`config.mk`:
```
export PLATFORM = sky130hd
export DESIGN_NAME = cmdq_spi_seq
export DESIGN_NICKNAME = d
export VERILOG_FILES = /design/src/rtl/cmdq_pkg.sv /design/src/rtl/cmdq_len_dec.sv /design/src/rtl/cmdq_lane_mux.sv /design/src/rtl/cmdq_align_ctr.sv /design/src/rtl/cmdq_spi_seq.sv
export SDC_FILE = /design/constraint.sdc
export NUM_CORES = 1
export LEC_CHECK = 0
export BUFFER_PORTS_ARGS = -buffer_cell sky130_fd_sc_hd__buf_2
export CAP_MARGIN = 5
export CELL_PAD_IN_SITES_DETAIL_PLACEMENT = 1
export CELL_PAD_IN_SITES_GLOBAL_PLACEMENT = 2
export CORE_ASPECT_RATIO = 1.2
export CORE_MARGIN = 1
export CORE_UTILIZATION = 28
export DETAILED_ROUTE_END_ITERATION = 6
export PLACE_DENSITY_LB_ADDON = 0.1
export SYNTH_ARGS = -nofsm -noshare
export SYNTH_HDL_FRONTEND = slang
export SYNTH_SLANG_ARGS = --single-unit
```
`constraint.sdc`:
```
create_clock -name clk_i -period 4.1 [get_ports clk_i]
set_clock_uncertainty 0.1 [all_clocks]
set_input_delay 0.82 -clock clk_i [delete_from_list [all_inputs] [get_ports clk_i]]
set_output_delay 0.82 -clock clk_i [all_outputs]
set_load 0.02 [all_outputs]
```
`src/rtl/cmdq_pkg.sv`:
```
package cmdq_pkg;
  localparam int BYTE_W = 8;
  localparam int NBUS   = 2;

  typedef struct packed {
    logic [16:0] rsvd;
    logic        stripe;
    logic        rx;
    logic        tx;
    logic [1:0]  bus_sel;
    logic        pow2;
    logic        dmode;
    logic [7:0]  imm;
  } cmd_t;

  typedef enum logic [1:0] {
    S_IDLE  = 2'd0,
    S_XFER  = 2'd1,
    S_ALIGN = 2'd2
  } seq_state_e;
endpackage

```
`src/rtl/cmdq_len_dec.sv`:
```
module cmdq_len_dec
  import cmdq_pkg::*;
#(
  parameter int MAX_EXP = 31,
  parameter int LEN_W   = 32
) (
  input  cmd_t             cmd_i,
  output logic [LEN_W-1:0] len_o
);
  logic [7:0] exp_c;

  always_comb begin
    exp_c = (cmd_i.imm > 8'(MAX_EXP)) ? 8'(MAX_EXP) : cmd_i.imm;
    if (!cmd_i.dmode)
      len_o = (cmd_i.tx || cmd_i.rx) ? LEN_W'(1) : '0;
    else if (cmd_i.pow2)
      len_o = LEN_W'(1) << exp_c;
    else
      len_o = LEN_W'(cmd_i.imm);
  end
endmodule

```
`src/rtl/cmdq_lane_mux.sv`:
```
module cmdq_lane_mux
  import cmdq_pkg::*;
(
  input  cmd_t                   snap_i,
  input  logic [NBUS*BYTE_W-1:0] tx_data_i,
  input  logic [NBUS*BYTE_W-1:0] bus_rx_i,
  output logic [NBUS*BYTE_W-1:0] bus_tx_o,
  output logic [1:0]             tx_need_o,
  output logic [1:0]             rx_need_o,
  output logic [NBUS*BYTE_W-1:0] rx_word_o,
  output logic                   striped_o
);
  logic [BYTE_W-1:0] lane_b [NBUS];

  assign striped_o = snap_i.stripe && (snap_i.tx || snap_i.rx);

  for (genvar g = 0; g < NBUS; g++) begin : g_lane
    always_comb begin
      if (!snap_i.dmode)
        lane_b[g] = snap_i.imm;
      else if (snap_i.tx)
        lane_b[g] = striped_o ? tx_data_i[g*BYTE_W +: BYTE_W] : tx_data_i[BYTE_W-1:0];
      else
        lane_b[g] = '0;
    end
    assign bus_tx_o[g*BYTE_W +: BYTE_W] = lane_b[g];
  end

  always_comb begin
    tx_need_o = '0;
    if (snap_i.dmode && snap_i.tx) tx_need_o = striped_o ? 2'd2 : 2'd1;
    rx_need_o = snap_i.rx ? 2'($countones(snap_i.bus_sel)) : 2'd0;
    // a lone bus 1 byte moves into the first slot
    if (snap_i.bus_sel == 2'b10)
      rx_word_o = {{BYTE_W{1'b0}}, bus_rx_i[2*BYTE_W-1:BYTE_W]};
    else
      rx_word_o = bus_rx_i;
  end
endmodule

```
`src/rtl/cmdq_align_ctr.sv`:
```
module cmdq_align_ctr #(
  parameter int ALIGN_BYTES = 4,
  localparam int CW = (ALIGN_BYTES > 2) ? $clog2(ALIGN_BYTES) : 1
) (
  input  logic       clk_i,
  input  logic       rst_ni,
  input  logic [1:0] add_i,
  output logic       aligned_o
);
  logic [CW-1:0] cnt_q;

  always_ff @(posedge clk_i or negedge rst_ni) begin
    if (!rst_ni) cnt_q <= '0;
    else         cnt_q <= cnt_q + CW'(add_i);
  end

  assign aligned_o = (cnt_q == '0);
endmodule

```
`src/rtl/cmdq_spi_seq.sv`:
```
module cmdq_spi_seq
  import cmdq_pkg::*;
#(
  parameter int LVL_W       = 6,
  parameter int ALIGN_BYTES = 4,
  parameter int MAX_EXP     = 31
) (
  input  logic                   clk_i,
  input  logic                   rst_ni,
  input  logic                   cmd_valid_i,
  input  logic [31:0]            cmd_data_i,
  output logic                   cmd_pop_o,
  input  logic [LVL_W-1:0]       tx_level_i,
  input  logic [NBUS*BYTE_W-1:0] tx_data_i,
  output logic [1:0]             tx_pop_cnt_o,
  input  logic [LVL_W-1:0]       rx_free_i,
  output logic [1:0]             rx_push_cnt_o,
  output logic [NBUS*BYTE_W-1:0] rx_data_o,
  output logic                   bus_xfer_o,
  output logic [NBUS*BYTE_W-1:0] bus_tx_o,
  input  logic [NBUS*BYTE_W-1:0] bus_rx_i,
  output logic [31:0]            snapshot_o,
  output logic                   busy_o
);
  localparam int LEN_W = MAX_EXP + 1;

  seq_state_e       state_q;
  cmd_t             snap_q;
  logic [LEN_W-1:0] rem_q;
  logic [LEN_W-1:0] len_c;
  logic [LEN_W-1:0] dec_c;
  logic [1:0]       tx_need, rx_need;
  logic [NBUS*BYTE_W-1:0] rx_word;
  logic             striped, step, tx_ok, rx_ok;
  logic             tx_aligned, rx_aligned, tx_disc, rx_pad;

  cmdq_len_dec #(.MAX_EXP(MAX_EXP), .LEN_W(LEN_W)) i_len_dec (
    .cmd_i (cmd_t'(cmd_data_i)),
    .len_o (len_c)
  );

  cmdq_lane_mux i_lane_mux (
    .snap_i    (snap_q),
    .tx_data_i (tx_data_i),
    .bus_rx_i  (bus_rx_i),
    .bus_tx_o  (bus_tx_o),
    .tx_need_o (tx_need),
    .rx_need_o (rx_need),
    .rx_word_o (rx_word),
    .striped_o (striped)
  );

  cmdq_align_ctr #(.ALIGN_BYTES(ALIGN_BYTES)) i_tx_align (
    .clk_i (clk_i), .rst_ni (rst_ni), .add_i (tx_pop_cnt_o), .aligned_o (tx_aligned)
  );

  cmdq_align_ctr #(.ALIGN_BYTES(ALIGN_BYTES)) i_rx_align (
    .clk_i (clk_i), .rst_ni (rst_ni), .add_i (rx_push_cnt_o), .aligned_o (rx_aligned)
  );

  assign tx_ok   = tx_level_i >= LVL_W'(tx_need);
  assign rx_ok   = rx_free_i >= LVL_W'(rx_need);
  assign step    = (state_q == S_XFER) && tx_ok && rx_ok;
  assign tx_disc = (state_q == S_ALIGN) && !tx_aligned && (tx_level_i != '0);
  assign rx_pad  = (state_q == S_ALIGN) && !rx_aligned && (rx_free_i != '0);
  assign dec_c   = (rem_q > LEN_W'(1) && snap_q.bus_sel == 2'b11 && striped) ? LEN_W'(2) : LEN_W'(1);

  assign cmd_pop_o     = (state_q == S_IDLE) && cmd_valid_i;
  assign bus_xfer_o    = step;
  assign tx_pop_cnt_o  = step ? tx_need : {1'b0, tx_disc};
  assign rx_push_cnt_o = step ? rx_need : {1'b0, rx_pad};
  assign rx_data_o     = step ? rx_word : '0;
  assign snapshot_o    = snap_q;
  assign busy_o        = (state_q != S_IDLE) || cmd_valid_i;

  always_ff @(posedge clk_i or negedge rst_ni) begin
    if (!rst_ni) begin
      state_q <= S_IDLE;
      snap_q  <= '0;
      rem_q   <= '0;
    end else begin
      unique case (state_q)
        S_IDLE: if (cmd_pop_o) begin
          snap_q <= cmd_t'(cmd_data_i);
          if (len_c != '0) begin
            rem_q   <= len_c;
            state_q <= S_XFER;
          end
        end
        S_XFER: if (step) begin
          rem_q <= rem_q - dec_c;
          if (rem_q == dec_c) state_q <= S_ALIGN;
        end
        S_ALIGN: if (tx_aligned && rx_aligned) state_q <= S_IDLE;
        default: state_q <= S_IDLE;
      endcase
    end
  end


  a_r6_tx_no_underflow: assert property (@(posedge clk_i) disable iff (!rst_ni)
    LVL_W'(tx_pop_cnt_o) <= tx_level_i);

  a_r7_rx_no_overflow: assert property (@(posedge clk_i) disable iff (!rst_ni)
    LVL_W'(rx_push_cnt_o) <= rx_free_i);

  a_r10_push_per_bus: assert property (@(posedge clk_i) disable iff (!rst_ni)
    bus_xfer_o |-> (rx_push_cnt_o == (snap_q.rx ? 2'($countones(snap_q.bus_sel)) : 2'd0)));

  a_r11_aligned_on_exit: assert property (@(posedge clk_i) disable iff (!rst_ni)
    (state_q == S_IDLE && $past(state_q) == S_ALIGN) |-> (tx_aligned && rx_aligned));

  a_r12_busy_pending: assert property (@(posedge clk_i) disable iff (!rst_ni)
    (cmd_valid_i || bus_xfer_o) |-> busy_o);

  a_r1_no_xfer_idle: assert property (@(posedge clk_i) disable iff (!rst_ni)
    cmd_pop_o |-> !bus_xfer_o && rx_push_cnt_o == 2'd0);
endmodule

```
== After elaboration in Yosys (flattened, before gate mapping) ==
Index checks and enable logic that the tools add are counted.

* Shifts and indexed selects: 1
* Equal/unequal tests: 10
* $lt $le $gt $ge: 4
* Bitwise operators: 0
* Mux-type cells: 27
* Divide/modulo/power cells: 0
* Reductions and logical operators: 28
* Multipliers: 0
* Add/subtract/negate cells: 4

{| class="wikitable"
|+ Operator list
! kind !! count
|-
| $mux 32 || 5
|-
| $pmux 32 s2 || 1
|-
| $mux 8 || 6
|-
| $eq 32x2->1 || 1
|-
| $gt 32x1->1 const B || 1
|-
| $mux 16 || 2
|-
| $reduce_bool 32->1 || 1
|-
| $shl 1x8->32 const A || 1
|-
| $sub 32x2->32 || 1
|-
| $mux 2 || 11
|-
| $ge 6x2->1 || 2
|-
| $logic_and 1x1->1 || 12
|-
| $reduce_bool 6->1 || 2
|-
| $gt 8x5->1 const B || 1
|-
| $eq 2x2->1 const B || 3
|-
| $logic_not 2->1 || 3
|-
| $ne 2x1->1 const B || 3
|-
| $pmux 2 s3 || 1
|-
| $reduce_and 5->1 || 1
|-
| $add 2x2->2 || 2
|-
| $ne 2x2->1 const B || 2
|-
| $reduce_and 4->1 || 1
|-
| $reduce_bool 2->1 || 2
|-
| $logic_or 1x1->1 || 3
|-
| 5 further kinds || 6
|}

* Memory bits (read-only): 0
* Latch bits: 0
* RAM bits: 0
* Output and inout port bits: 71
* Memories: 0
* Logic and storage cells: 86
* Bits in registers: 70
* Input port bits: 79

== Logic depth before layout (Yosys ltp) ==
Gate-level depths: netlist of run 1.

* Depth after elaboration: 9
* Gate-level depth with buffers: 15
* Depth with buffers taken out: 15

== Modules after synthesis ==
A second synthesis of run 1 with hierarchy kept.

* Cells, all modules: 517
* Area, all modules: 4799.6 µm²

{| class="wikitable"
|+ Modules (own cells, without submodules)
! module !! times used !! cells each !! sequential area each (µm²) !! area each (µm²)
|-
| cmdq_spi_seq || 1 || 382 || 1651.6 || 3751.1
|-
| cmdq_lane_mux || 1 || 56 || 0.0 || 510.5
|-
| cmdq_len_dec || 1 || 69 || 0.0 || 357.8
|-
| cmdq_align_ctr || 2 || 5 || 50.0 || 90.1
|}

== Worst setup path before layout of run 1 ==
No wires, ideal clock.

* Path kind: register to register
* From: register rem_q[28]
* To: register rem_q[28]
* Library setup time: 128 ps
* Cell stages (with the launch flop): 16
* Clock period less this slack: 3735 ps
* Slack: 365 ps
* Data arrival time: 3507 ps
* Buffers on the path: 0
* Required time: 3872 ps
* Cell sequence: dfrtp_1 > or4_1 > nor2_1 > nor4b_1 > and4_1 > nand2b_1 > o2111ai_1 > ha_1 > inv_1 > fa_1 > nor3_1 > and2_1 > nand2_1 > o311a_1 > a21oi_1 > o21ai_0

* Word-level cells in the longest chain between the ends: 7

{| class="wikitable"
|+ Ends and longest elaborated chain
! item !! line !! source
|-
| start: declaration || cmdq_spi_seq.sv:29 || <nowiki>logic [LEN_W-1:0] rem_q;</nowiki>
|-
| start signal: assignment || cmdq_spi_seq.sv:86 || <nowiki>rem_q <= len_c;</nowiki>
|-
| start signal: assignment || cmdq_spi_seq.sv:91 || <nowiki>rem_q <= rem_q - dec_c;</nowiki>
|-
| $gt 32x1->1 || cmdq_spi_seq.sv:66 || <nowiki>assign dec_c = (rem_q > LEN_W'(1) && snap_q.bus_sel == 2'b11 && striped) ? LEN_W'(2) : LEN_W'(1);</nowiki>
|-
| $logic_and 1x1->1 (2 in a row) || cmdq_spi_seq.sv:66 ||
|-
| $mux 2 || cmdq_spi_seq.sv:66 ||
|-
| $sub 32x2->32 (*) || cmdq_spi_seq.sv:91 ||
|-
| $mux 32 (*) || cmdq_spi_seq.sv:90 || <nowiki>S_XFER: if (step) begin</nowiki>
|-
| $pmux 32 s2 (*) || cmdq_spi_seq.sv:82 || <nowiki>unique case (state_q)</nowiki>
|}

Every way passes the cells marked *; elsewhere a longest branch is shown, timed or not. The select of a mux whose other input is x is not followed.
A chain may end at the register's enable or synchronous reset.

== Final worst setup path of run 1 ==
Same ends and word-level chain as after synthesis.

==> results of run 1 <==
cell usage after synthesis, drive strengths merged, types with 5 or more instances:
library cell / n
ha: 10
inv: 11
or3: 5
a21oi: 41
mux2i: 16
nand2: 136
nor2b: 6
clkbuf: 19
nor3: 24
a31oi: 8
o22a: 5
and2: 10
nand3: 7
nor2: 58
buf: 12
dfrtp: 70
o211ai: 6
nor4: 10
a32oi: 8
o21ai: 47
nand2b: 19
report_power, final:
part	internal (mW)	switching [mW]	total, mW	leakage [nW]
registers	0.963	0.263	1.23	0.885
clock network	0.469	0.322	0.790	0.134
logic	0.797	1.37	2.17	1.79
total	2.23	1.96	4.18	2.81
worst max path at each step:
stage           endpoint  slack (ns)
2_1_floorplan  rem_q[28]        0.36
3_3_place_gp   rem_q[24]        0.15
3_5_place_dp   rem_q[24]       0.006
4_1_cts        rem_q[24]        0.13
5_1_grt        rem_q[28]       -0.05
6_report       rem_q[28]        0.27
state kept, by name, indices dropped and copies added (netlist names):
| name | count |
|---|---|
| i_rx_align.cnt_q | 2 |
| rem_q | 32 |
| i_tx_align.cnt_q | 2 |
| snapshot_o | 32 |
| state_q | 2 |
cells by family after synthesis:
| group | Yosys count | synth area share, % |
|---|---|---|
| simple gates | 293 | 29.8 |
| compound gates | 140 | 19.5 |
| flops | 70 | 38.9 |
| buf+inv | 43 | 4.22 |
| mux | 16 | 3.55 |
| fa+ha+maj | 11 | 3.22 |
| xor+xnor | 4 | 0.777 |
layout make-up:
type	instances	area (um^2)	share of cell area, %
flip-flops and latches	70	1750	29.8
well taps	208	260	4.42
clock buffers	10	229	3.89
clock inverters	6	62.6	1.06
repair buffers	173	938	15.9
inverters	12	45.0	0.765
multi-input cells	464	2600	44.2
per-stage QoR:
stage               instance area, um^2  utilization [%]  hold slack [ns]
floorplan                          4510                -            0.350
global placement                   5560             35.6            0.353
detailed placement                 5560             35.6            0.357
CTS                                5860             37.5            0.373
global route                       5890             37.6            0.396
finish                             5890             37.6            0.367
routing by layer:
layer	vias to the layer above	share of wire [%]	routed length (um)	global-route usage, %
met5	-	0	0	0
met1	2394	43	7390	25.0
met4	0	2.5	427	8.91
li1	2351	-	-	-
met2	118	51	8720	38.0
met3	25	3.8	648	3.68
what timing repair did:
item                       4_1_cts  5_1_grt
setup endpoints to repair        2       15
gates resized for setup          1        5
pin swaps                        0        1
critical path, cell delays in order (launching register included):
cell,delay (ns)
dfrtp_1,0.39
or4_1,0.59
nor2_1,0.14
nor4b_4,0.24
and4_1,0.27
nand2b_1,0.08
o2111ai_1,0.13
ha_2,0.26
inv_1,0.05
fa_2,0.38
nor3_4,0.24
and2_1,0.17
nand2_1,0.11
o311a_1,0.34
a21oi_1,0.11
o21ai_0,0.10
==> impl_results.md, run 1 <==
- Status: finished clean
- Syn Nets: 667
- Data arrival time of the worst path: 3.95 ns
- Critical Path Start: rem_q[28]
- Area of the die: 16,600 um^2
- Register bit count reported by yosys: 70
- Largest net degree at the start of global routing: between 50 and 60
- Final setup TNS: 0 ns
- Hold_buf cts: 0
- GP Congestion: 0.783
- Crit end category: register
- Drt wl/cell: approximately 18 um
- Layout area overhead: 30.6%
- CTS Root Cell: clkbuf_16
- CTS tree: yes
- Postcts setup bufs: 0
- Routed Antenna Nets: 0
- Final hold violation count: 0
- Pwr dens: roughly 700 nW/um^2
- # IOs: 150
- Starting Density: 28.8%
- Yosys warns: 0
- Clk pin slew, worst setup/hold paths: 0.06 ns
- DRC viols: 0
- Average vias per placed instance: 5.18
- Slew headroom: a little over a third
- Setup CP Type: reg -> reg
- Critical Path RT: 4.22 ns
- Startpoint Class: register
- Final min period: 3.83 ns
- # diodes: 0
- Mapped Cells: 577
- Sink Count: 70
- First-pass GRT wire length: approximately 28 mm
- Setup violators final: 0
- Most common cell after layout, fill and taps aside: buf_2
- Cell area after synthesis: 4510 um^2
- Most used DFF post-synth: dfrtp_1
- Leading area contributor after synthesis: dfrtp_1
- GRT Overall Usage: approximately a fifth
- Post-synth EDFFs: 0
- GRT Residual Overflow: 0
- Die Y-Extent: 141 um
- Hold path cells: 2
- CTS max path bufs: 2
- R2r startpoint: rem_q[28]
- FFs w/ async S/R, synth: 100%
- Max Cap Viol: 0
- Placed cell count: 927
- Hold Path End: snapshot_o[18]
- Top cells by area, synth: dfrtp_1, nand2_1, o21ai_0, nor2_1, a21oi_1
- Num CTS Buffers: 9
- Commonest non-fill, non-tap cells in the layout: buf_2, nand2_1, dfrtp_1, nor2_1, o21ai_0
- Worst slew pin tran: 0.943 ns
- Vias in the first global route: between 5,000 and 6,000
- Core area: 15,600 um^2
- RSZ-0062 raised after global routing: yes
- Final Max Slew Viols: 0
- H-tree depth: 3
- Syn_area_per_cell: 7.81 um^2
- Final std cells w/o fill: 943
- Initial antenna violation count: 0
- Fmax: 261 MHz
- Width of the die: approximately 120 um
- Reg2reg end: rem_q[28]
- Max Fanout on Critical Path: 4
- PortBufs: 149
- Post-synth top area share: 38.9%
- Fin crit share: 93.5%
- Share of layout cells above drive strength 1: 26.8%
- Hold Crit Start: snapshot_o[18]
- Iteration-0 DRC Markers: 268
- Clock latency on the worst-skew pair: 0.35 ns
- Total wire length: approximately 17 mm
- Total power: between 4 and 5 mW
- Number of vias after detailed routing: 4,888
- Fillers: about 2,000
- Post-synthesis sequential area ratio: 38.9%
- DP Worst Slack: 0.00613 ns
- Worst reg-to-reg path cell count: 15
- Leak: approximately 2.8 nW
- Dpl hpwl: 12.7 mm
- Reg-to-reg slack, setup: 0.27 ns
- DR pass1 iterations: 4
- Distinct cells, synth: 56
- Cell row count: 50
- Smallest setup slack after layout: approximately 0.27 ns
- Layout Nets: 820
- Peak VDD IR: 197 uV
- Hold Path Class: reg -> reg
(Power assumes the default switching activity.)
==> run 2, diff against run 1 <==
CORE_UTILIZATION = 31   (was 28)
SYNTH_HIERARCHICAL = 1   (was unset)
==> run 2 against run 1 <==
Effect of this change:
- utilization up 3.2 points
- fmax down 4.2%
- first-iteration DRC count down 40%
- setup slack worse by 0.17 ns
- global-route usage down 0.71 points
- sequential share of layout area down 1.3 points
- non-clock buffer count unchanged
- cell area up 4.6%
- power up 17%
- synthesized area up 6.5%
==> impl_results.md, run 2 <==
- Yosys warns: 6 (+6)
- # diodes: 0 (unchanged)
- Peak VDD IR: 288 uV (+46%)
- Final hold violation count: 0 (unchanged)
- Layout Nets: 761 (-7.2%)
- Clock latency on the worst-skew pair: 0.35 ns (about the same)
- Cell row count: 49 (-2.0%)
- Clk pin slew, worst setup/hold paths: 0.06 ns (about the same)
- Post-synth top area share: 36.5% (-2.4 points)
- Data arrival time of the worst path: 4.17 ns (+0.22 ns)
- Number of vias after detailed routing: 4,620 (-5.5%)
- Syn Nets: 607 (-9.0%)
- Most common cell in the netlist: dfrtp_1
- # IOs: 150 (unchanged)
- Final Hold Slack: 0.391 ns (+0.0248 ns)
- Final min period: 4.00 ns (+0.170 ns)
- H-tree depth: 3 (unchanged)
- Cell Area, Placed: 5810 um^2 (+4.4%)
- Iteration-0 DRC Markers: 161 (-40%)
- Core area: 15,100 um^2 (-3.6%)
- Vias in the first global route: 4,763 (-9.2%)
- Leading area contributor after synthesis: dfrtp_1
- Dpl hpwl: 12.2 mm (-3.6%)
- Layout area overhead: 28.2%
- PortBufs: 149 (unchanged)
- Critical Path RT: 4.27 ns (+0.05 ns)
- Smallest setup slack after layout: 0.0976 ns (-0.170 ns)
- Top cells by area, synth: dfrtp_1, mux2_2, nor2_1, a21oi_1, o21ai_0
- CTS max path bufs: 2 (unchanged)
- RSZ-0062 raised after global routing: yes
- Area of the die: 16,000 um^2 (-3.8%)
- Drt wl/cell: 18.0 um (-1.4%)
- Mapped Cells: 517 (-10%)
- Setup violators final: 0 (unchanged)
- Total wire length: 15.8 mm (-8.0%)
- Commonest non-fill, non-tap cells in the layout: buf_2, dfrtp_1, nor2_1, mux2_2, a21oi_1
- Most used DFF post-synth: dfrtp_1
- Final Max Slew Viols: 0 (unchanged)
- GRT Residual Overflow: 0 (unchanged)
- Fmax: 250 MHz (-4.2%)
- Synth cell count leaders: dfrtp_1, nor2_1, mux2_2, a21oi_1, o21ai_0
- Fin crit share: 97.6% (+4.1 points)
- Average vias per placed instance: 5.25 (+1.3%)
- Syn_area_per_cell: 9.28 um^2 (+19%)
- Slew headroom: 34.9% (-1.5 points)
- Fillers: 1,857 (-6.1%)
- Crit end category: register
- Share of layout cells above drive strength 1: 40.2% (+13 points)
- Post-synth EDFFs: 0 (unchanged)
- Initial antenna violation count: 0 (unchanged)
- CTS Root Cell: clkbuf_16
- Startpoint Class: register
- Routed Antenna Nets: 0 (unchanged)
- Sink Count: 70 (unchanged)
- Worst slew pin tran: 0.972 ns (+0.0286 ns)
- Setup CP Type: reg -> reg
- Pwr dens: 798 nW/um^2 (+12%)
- Width of the die: 116 um (-1.9%)
- Hold Path Class: reg -> reg
- Register bit count reported by yosys: 70 (unchanged)
- First-pass GRT wire length: 25.5 mm (-8.1%)
- Largest net degree at the start of global routing: 51 (-3.8%)
- Num CTS Buffers: 9 (unchanged)
- Die Y-Extent: 138 um (-1.9%)
- DR pass1 iterations: 4 (unchanged)
- Max Fanout on Critical Path: 3 (-1)
- Max Cap Viol: 0 (unchanged)
- Fin area: 6150 um^2 (+4.6%)
- Leak: 2.70 nW (-4.0%)
- DRC viols: 0 (unchanged)
- Final setup TNS: 0 ns (unchanged)
- FFs w/ async S/R, synth: 100% (unchanged)
- Cell area after synthesis: 4800 um^2 (+6.5%)
- Distinct cells, synth: 68 (+21%)
- DP Worst Slack: 0.0372 ns (+0.0311 ns)
- CTS tree: yes
- Starting Density: 31.8% (+3.0 points)
- GRT Overall Usage: 20.6% (-0.71 points)
- Post-synthesis sequential area ratio: 36.5% (-2.4 points)
- GP Congestion: 0.836 (+6.8%)
- Status: finished clean
- Most common cell after layout, fill and taps aside: buf_2
[run 2: cell count changes in the layout (fill, tap and decap cells not counted), sizes merged, moves of 7 or more]
| cell | previous run | this run |
|---|---|---|
| a22o | 0 | 8 |
| a22oi | 2 | 9 |
| and2 | 10 | 20 |
| and2b | 0 | 8 |
| mux2 | 0 | 40 |
| mux2i | 16 | 8 |
| nand2 | 136 | 32 |
| nand2b | 19 | 9 |
| o2bb2ai | 3 | 12 |
[run 2: per-layer routing]
| layer | track usage [%] | part of all wire [%] | routed length, um |
|---|---|---|---|
| met1 | 25.5 | 44 | 6970 |
| met2 | 35.8 | 49 | 7780 |
| met3 | 3.07 | 4.7 | 738 |
| met4 | 7.18 | 2.0 | 315 |
| met5 | 0 | 0 | 0 |
[run 2: worst paths after layout]
| kind | slack (ns) | start | depth (start not counted) | endpoint |
|---|---|---|---|---|
| max reg2reg | 0.1 | rem_q[12] | 15 | rem_q[30] |
| max in group asynchronous | 2.56 | rst_ni | 2 | snapshot_o[13] |
| min | 0.39 | i_rx_align/cnt_q[0] | 1 | i_rx_align/cnt_q[0] |
| max | 0.1 | rem_q[12] | 15 | rem_q[30] |
| min in group asynchronous | 0.49 | rst_ni | 1 | rem_q[18] |
| min reg2reg | 0.39 | i_rx_align/cnt_q[0] | 1 | i_rx_align/cnt_q[0] |
[run 2: what timing repair did]
item,CTS,global route
buffers inserted,0,5
endpoints found under the hold margin,0,0
gates resized for setup,0,8
hold buffers,0,0
setup endpoints to repair,0,25
[run 2: stage by stage]
| stage | utilization, % | cells | power [mW] |
|---|---|---|---|
| after CTS | 40.3 | 875 | 4.92 |
| after detailed placement | 38.5 | 859 | 4.16 |
| final | 40.8 | 880 | 4.91 |
| after global routing | 40.8 | 880 | 5.31 |
| after global placement | 38.5 | 859 | 4.08 |
| after floorplan | - | 517 | 3.27 |
[run 2: area by class of cell]
class / instances / area, um^2 / area share [%]
Clock buffer: 9 / 225 / 3.66
Clock inverter: 7 / 50.0 / 0.813
Inverter: 10 / 37.5 / 0.610
Multi-Input combinational cell: 407 / 2900 / 47.0
Sequential cell: 70 / 1750 / 28.5
Tap cell: 204 / 255 / 4.15
Timing Repair Buffer: 173 / 938 / 15.2
[run 2: power breakdown]
part | internal [mW] | switching (mW) | leakage, nW | total (mW)
sequential | 1.02 | 0.315 | 0.851 | 1.33
clock | 0.410 | 0.324 | 0.128 | 0.734
combinational | 1.21 | 1.63 | 1.72 | 2.85
[run 2: cells by family after synthesis]
group	synth area share (%)
xor+xnor	0.991
simple gates	25.3
flops	36.5
buf+inv	4.12
mux	11.2
fa+ha+maj	3.02
compound gates	18.8
[run 2: worst max-delay path, stage by stage (launching register included)]
cell and delay [ns]:
dfrtp_1 0.41, nor4_4 0.30, nand2_1 0.11, or3_1 0.40
or4_1 0.43, nand4_1 0.16, ha_2 0.20, inv_1 0.06
fa_2 0.36, nor3_2 0.17, buf_4 0.15, nand4_2 0.13
or4_4 0.54, o41ai_2 0.21, a21oi_1 0.12, a21oi_2 0.11
==> run 3, diff against run 2 <==
CORE_MARGIN = 4   (was 1)
==> run 3 against run 2 <==
Effect of this change:
- clock-buffer cell count stayed put
- highest routed layer unchanged
- sequential share of layout area hardly changed
- flip-flop and latch count stayed put
- critical endpoint unchanged
- critical path depth is 1 lower
==> impl_results.md, run 3 (synthesis gave the netlist of run 2 again) <==
- Status: finished clean
- Total power: 5.04 mW (+2.6%)
- Number of vias after detailed routing: 4,673 (+1.1%)
- Clk pin slew, worst setup/hold paths: 0.06 ns (about the same)
- WL met2: 8.21 mm (+5.5%)
- Fin area: 6150 um^2 (about the same)
- Smallest setup slack after layout: 0.183 ns (+0.0850 ns)
- GP Congestion: 0.864 (+3.4%)
- Met3 wire length: 776 um (+5.1%)
- Cell Area, Placed: 5780 um^2 (-0.52%)
- Worst slew pin tran: 1.04 ns (+0.0718 ns)
- Starting Density: 31.8% (unchanged)
- Cell row count: 49 (unchanged)
- Area of the die: 17,500 um^2 (+9.8%)
- Iteration-0 DRC Markers: 225 (+40%)
- # diodes: 0 (unchanged)
- Leak: 2.69 nW (-0.46%)
- Initial antenna violation count: 0 (unchanged)
- Die Y-Extent: 144 um (+4.3%)
- Largest net degree at the start of global routing: 71 (+39%)
- Total wire length: 16.5 mm (+4.3%)
- Final Max Slew Viols: 0 (unchanged)
- Sequential Area: 1750 um^2 (about the same)
- Peak VDD IR: 279 uV (-2.9%)
- Critical Path RT: 4.26 ns (about the same)
- Data arrival time of the worst path: 4.08 ns (-0.09 ns)
- Crit end category: register
- Final std cells w/o fill: 871 (-1.0%)
- Share of layout cells above drive strength 1: 39.3% (-0.96 points)
- Drt wl/cell: 18.9 um (+5.4%)
- Post-Route M1 WL: 7.25 mm (+4.0%)
- Crit path depth: 14 (-1)
- Setup violators final: 0 (unchanged)
- GRT Overall Usage: 18.7% (-1.9 points)
- Worst path top cell family by delay: simple AND/OR/NAND/NOR gates
- Fin crit share: 95.5% (-2.1 points)
- CTS Root Cell: clkbuf_16
- CTS max path bufs: 2 (unchanged)
- Average vias per placed instance: 5.37 (+2.2%)
- Placed cell count: 855 (-0.47%)
- Width of the die: 122 um (+5.2%)
- DP Worst Slack: 0.0691 ns (+0.0319 ns)
- Multi-input gate area: 2910 um^2 (+0.48%)
- Hold Path Class: reg -> reg
- Final hold violation count: 0 (unchanged)
- CP Buf/Inv Count: 1 (-1)
- DRC viols: 0 (unchanged)
- Final Hold Slack: 0.402 ns (+0.0102 ns)
- First-pass GRT wire length: 26.1 mm (+2.5%)
- Hold path cells: 1 (unchanged)
- Top Metal Used: met4
- Max Fanout on Critical Path: 6 (+3)
- Most common cell after layout, fill and taps aside: buf_2
- Clock latency on the worst-skew pair: 0.34 ns (about the same)
- Max Cap Viol: 0 (unchanged)
- Final setup TNS: 0 ns (unchanged)
- Slew headroom: 30.1% (-4.8 points)
- Routed Antenna Nets: 0 (unchanged)
- # IOs: 150 (unchanged)
- Core area: 15,100 um^2 (unchanged)
- Layout Nets: 752 (-1.2%)
- Final min period: 3.92 ns (-0.0850 ns)
- DR pass1 iterations: 4 (unchanged)
- Critical path's slowest cell: or4_4
- Dpl hpwl: 12.6 mm (+3.1%)
- Worst reg-to-reg path cell count: 14 (-1)
- GRT Residual Overflow: 0 (unchanged)
- Vias in the first global route: 4,918 (+3.3%)
- Num CTS Buffers: 9 (unchanged)
- Fillers: 1,812 (-2.4%)
- Startpoint Class: register
- Hold_buf cts: 0 (unchanged)
- Commonest non-fill, non-tap cells in the layout: buf_2, dfrtp_1, nor2_1, mux2_2, a21oi_1
- CTS tree: yes
- Setup CP Type: reg -> reg
- PortBufs: 149 (unchanged)
- Layout area overhead: 28.2% (about the same)
- Sink Count: 70 (unchanged)
- Pwr dens: 819 nW/um^2 (+2.7%)
- Fin util: 40.8% (about the same)
- Largest stage delay on the critical path: 0.47 ns (-0.07 ns)
- Crit path cell chain: nor4_2 > nand2_1 > or3_1 > or4_1 > nand4_1 > ha_1 > inv_1 > fa_2 > nor3_4 > nand4_4 > or4_4 > o41ai_2 > a21oi_1 > a21oi_2
- H-tree depth: 3 (unchanged)
- Fmax: 255 MHz (+2.2%)
[run 3: changes by cell type in the layout (fill, tap and decap cells not counted), sizes merged]
cell / previous run / this run
buf: 173 / 164
bufinv: 0 / 2
clkinv: 3 / 1
clkinvlp: 3 / 1
inv: 11 / 13
[run 3: worst reg2reg max path: stages (launching register included)]
cell	delay, ns
dfrtp_1	0.46
nor4_2	0.29
nand2_1	0.07
or3_1	0.39
or4_1	0.45
nand4_1	0.15
ha_1	0.19
inv_1	0.07
fa_2	0.37
nor3_4	0.20
nand4_4	0.14
or4_4	0.47
o41ai_2	0.25
a21oi_1	0.12
a21oi_2	0.11
[run 3: per-layer routing]
| layer | up-vias | track usage (%) |
|---|---|---|
| li1 | 2210 | - |
| met1 | 2325 | 23.5 |
| met2 | 119 | 32.8 |
| met3 | 19 | 3.17 |
| met4 | 0 | 5.60 |
| met5 | - | 0 |
[run 3: worst paths after layout]
kind                           startpoint              to  slack (ns)
hold / removal             snapshot_o[28]  snapshot_o[28]        0.40
max in group asynchronous          rst_ni        rem_q[3]        2.68
setup / recovery                 rem_q[2]       rem_q[30]        0.18
setup reg to reg                 rem_q[2]       rem_q[30]        0.18
hold reg to reg            snapshot_o[28]  snapshot_o[28]        0.40
min in group asynchronous          rst_ni       rem_q[18]        0.58
[run 3: what timing repair did]
item	4_1_cts	5_1_grt
gates resized for setup	1	7
setup endpoints to repair	1	5
setup buffers	0	0
pin swaps	0	1
[run 3: layout make-up]
type	instances	area share [%]
Timing Repair Buffer	164	14.2
Tap cell	204	4.15
Sequential cell	70	28.5
Clock inverter	7	1.67
Inverter	10	0.610
Clock buffer	9	3.66
Multi-Input combinational cell	407	47.3
[run 3: power breakdown]
group / switching, mW / internal, mW
Sequential: 0.352 / 1.01
Clock: 0.331 / 0.540
Combinational: 1.63 / 1.17
Total: 2.31 / 2.73
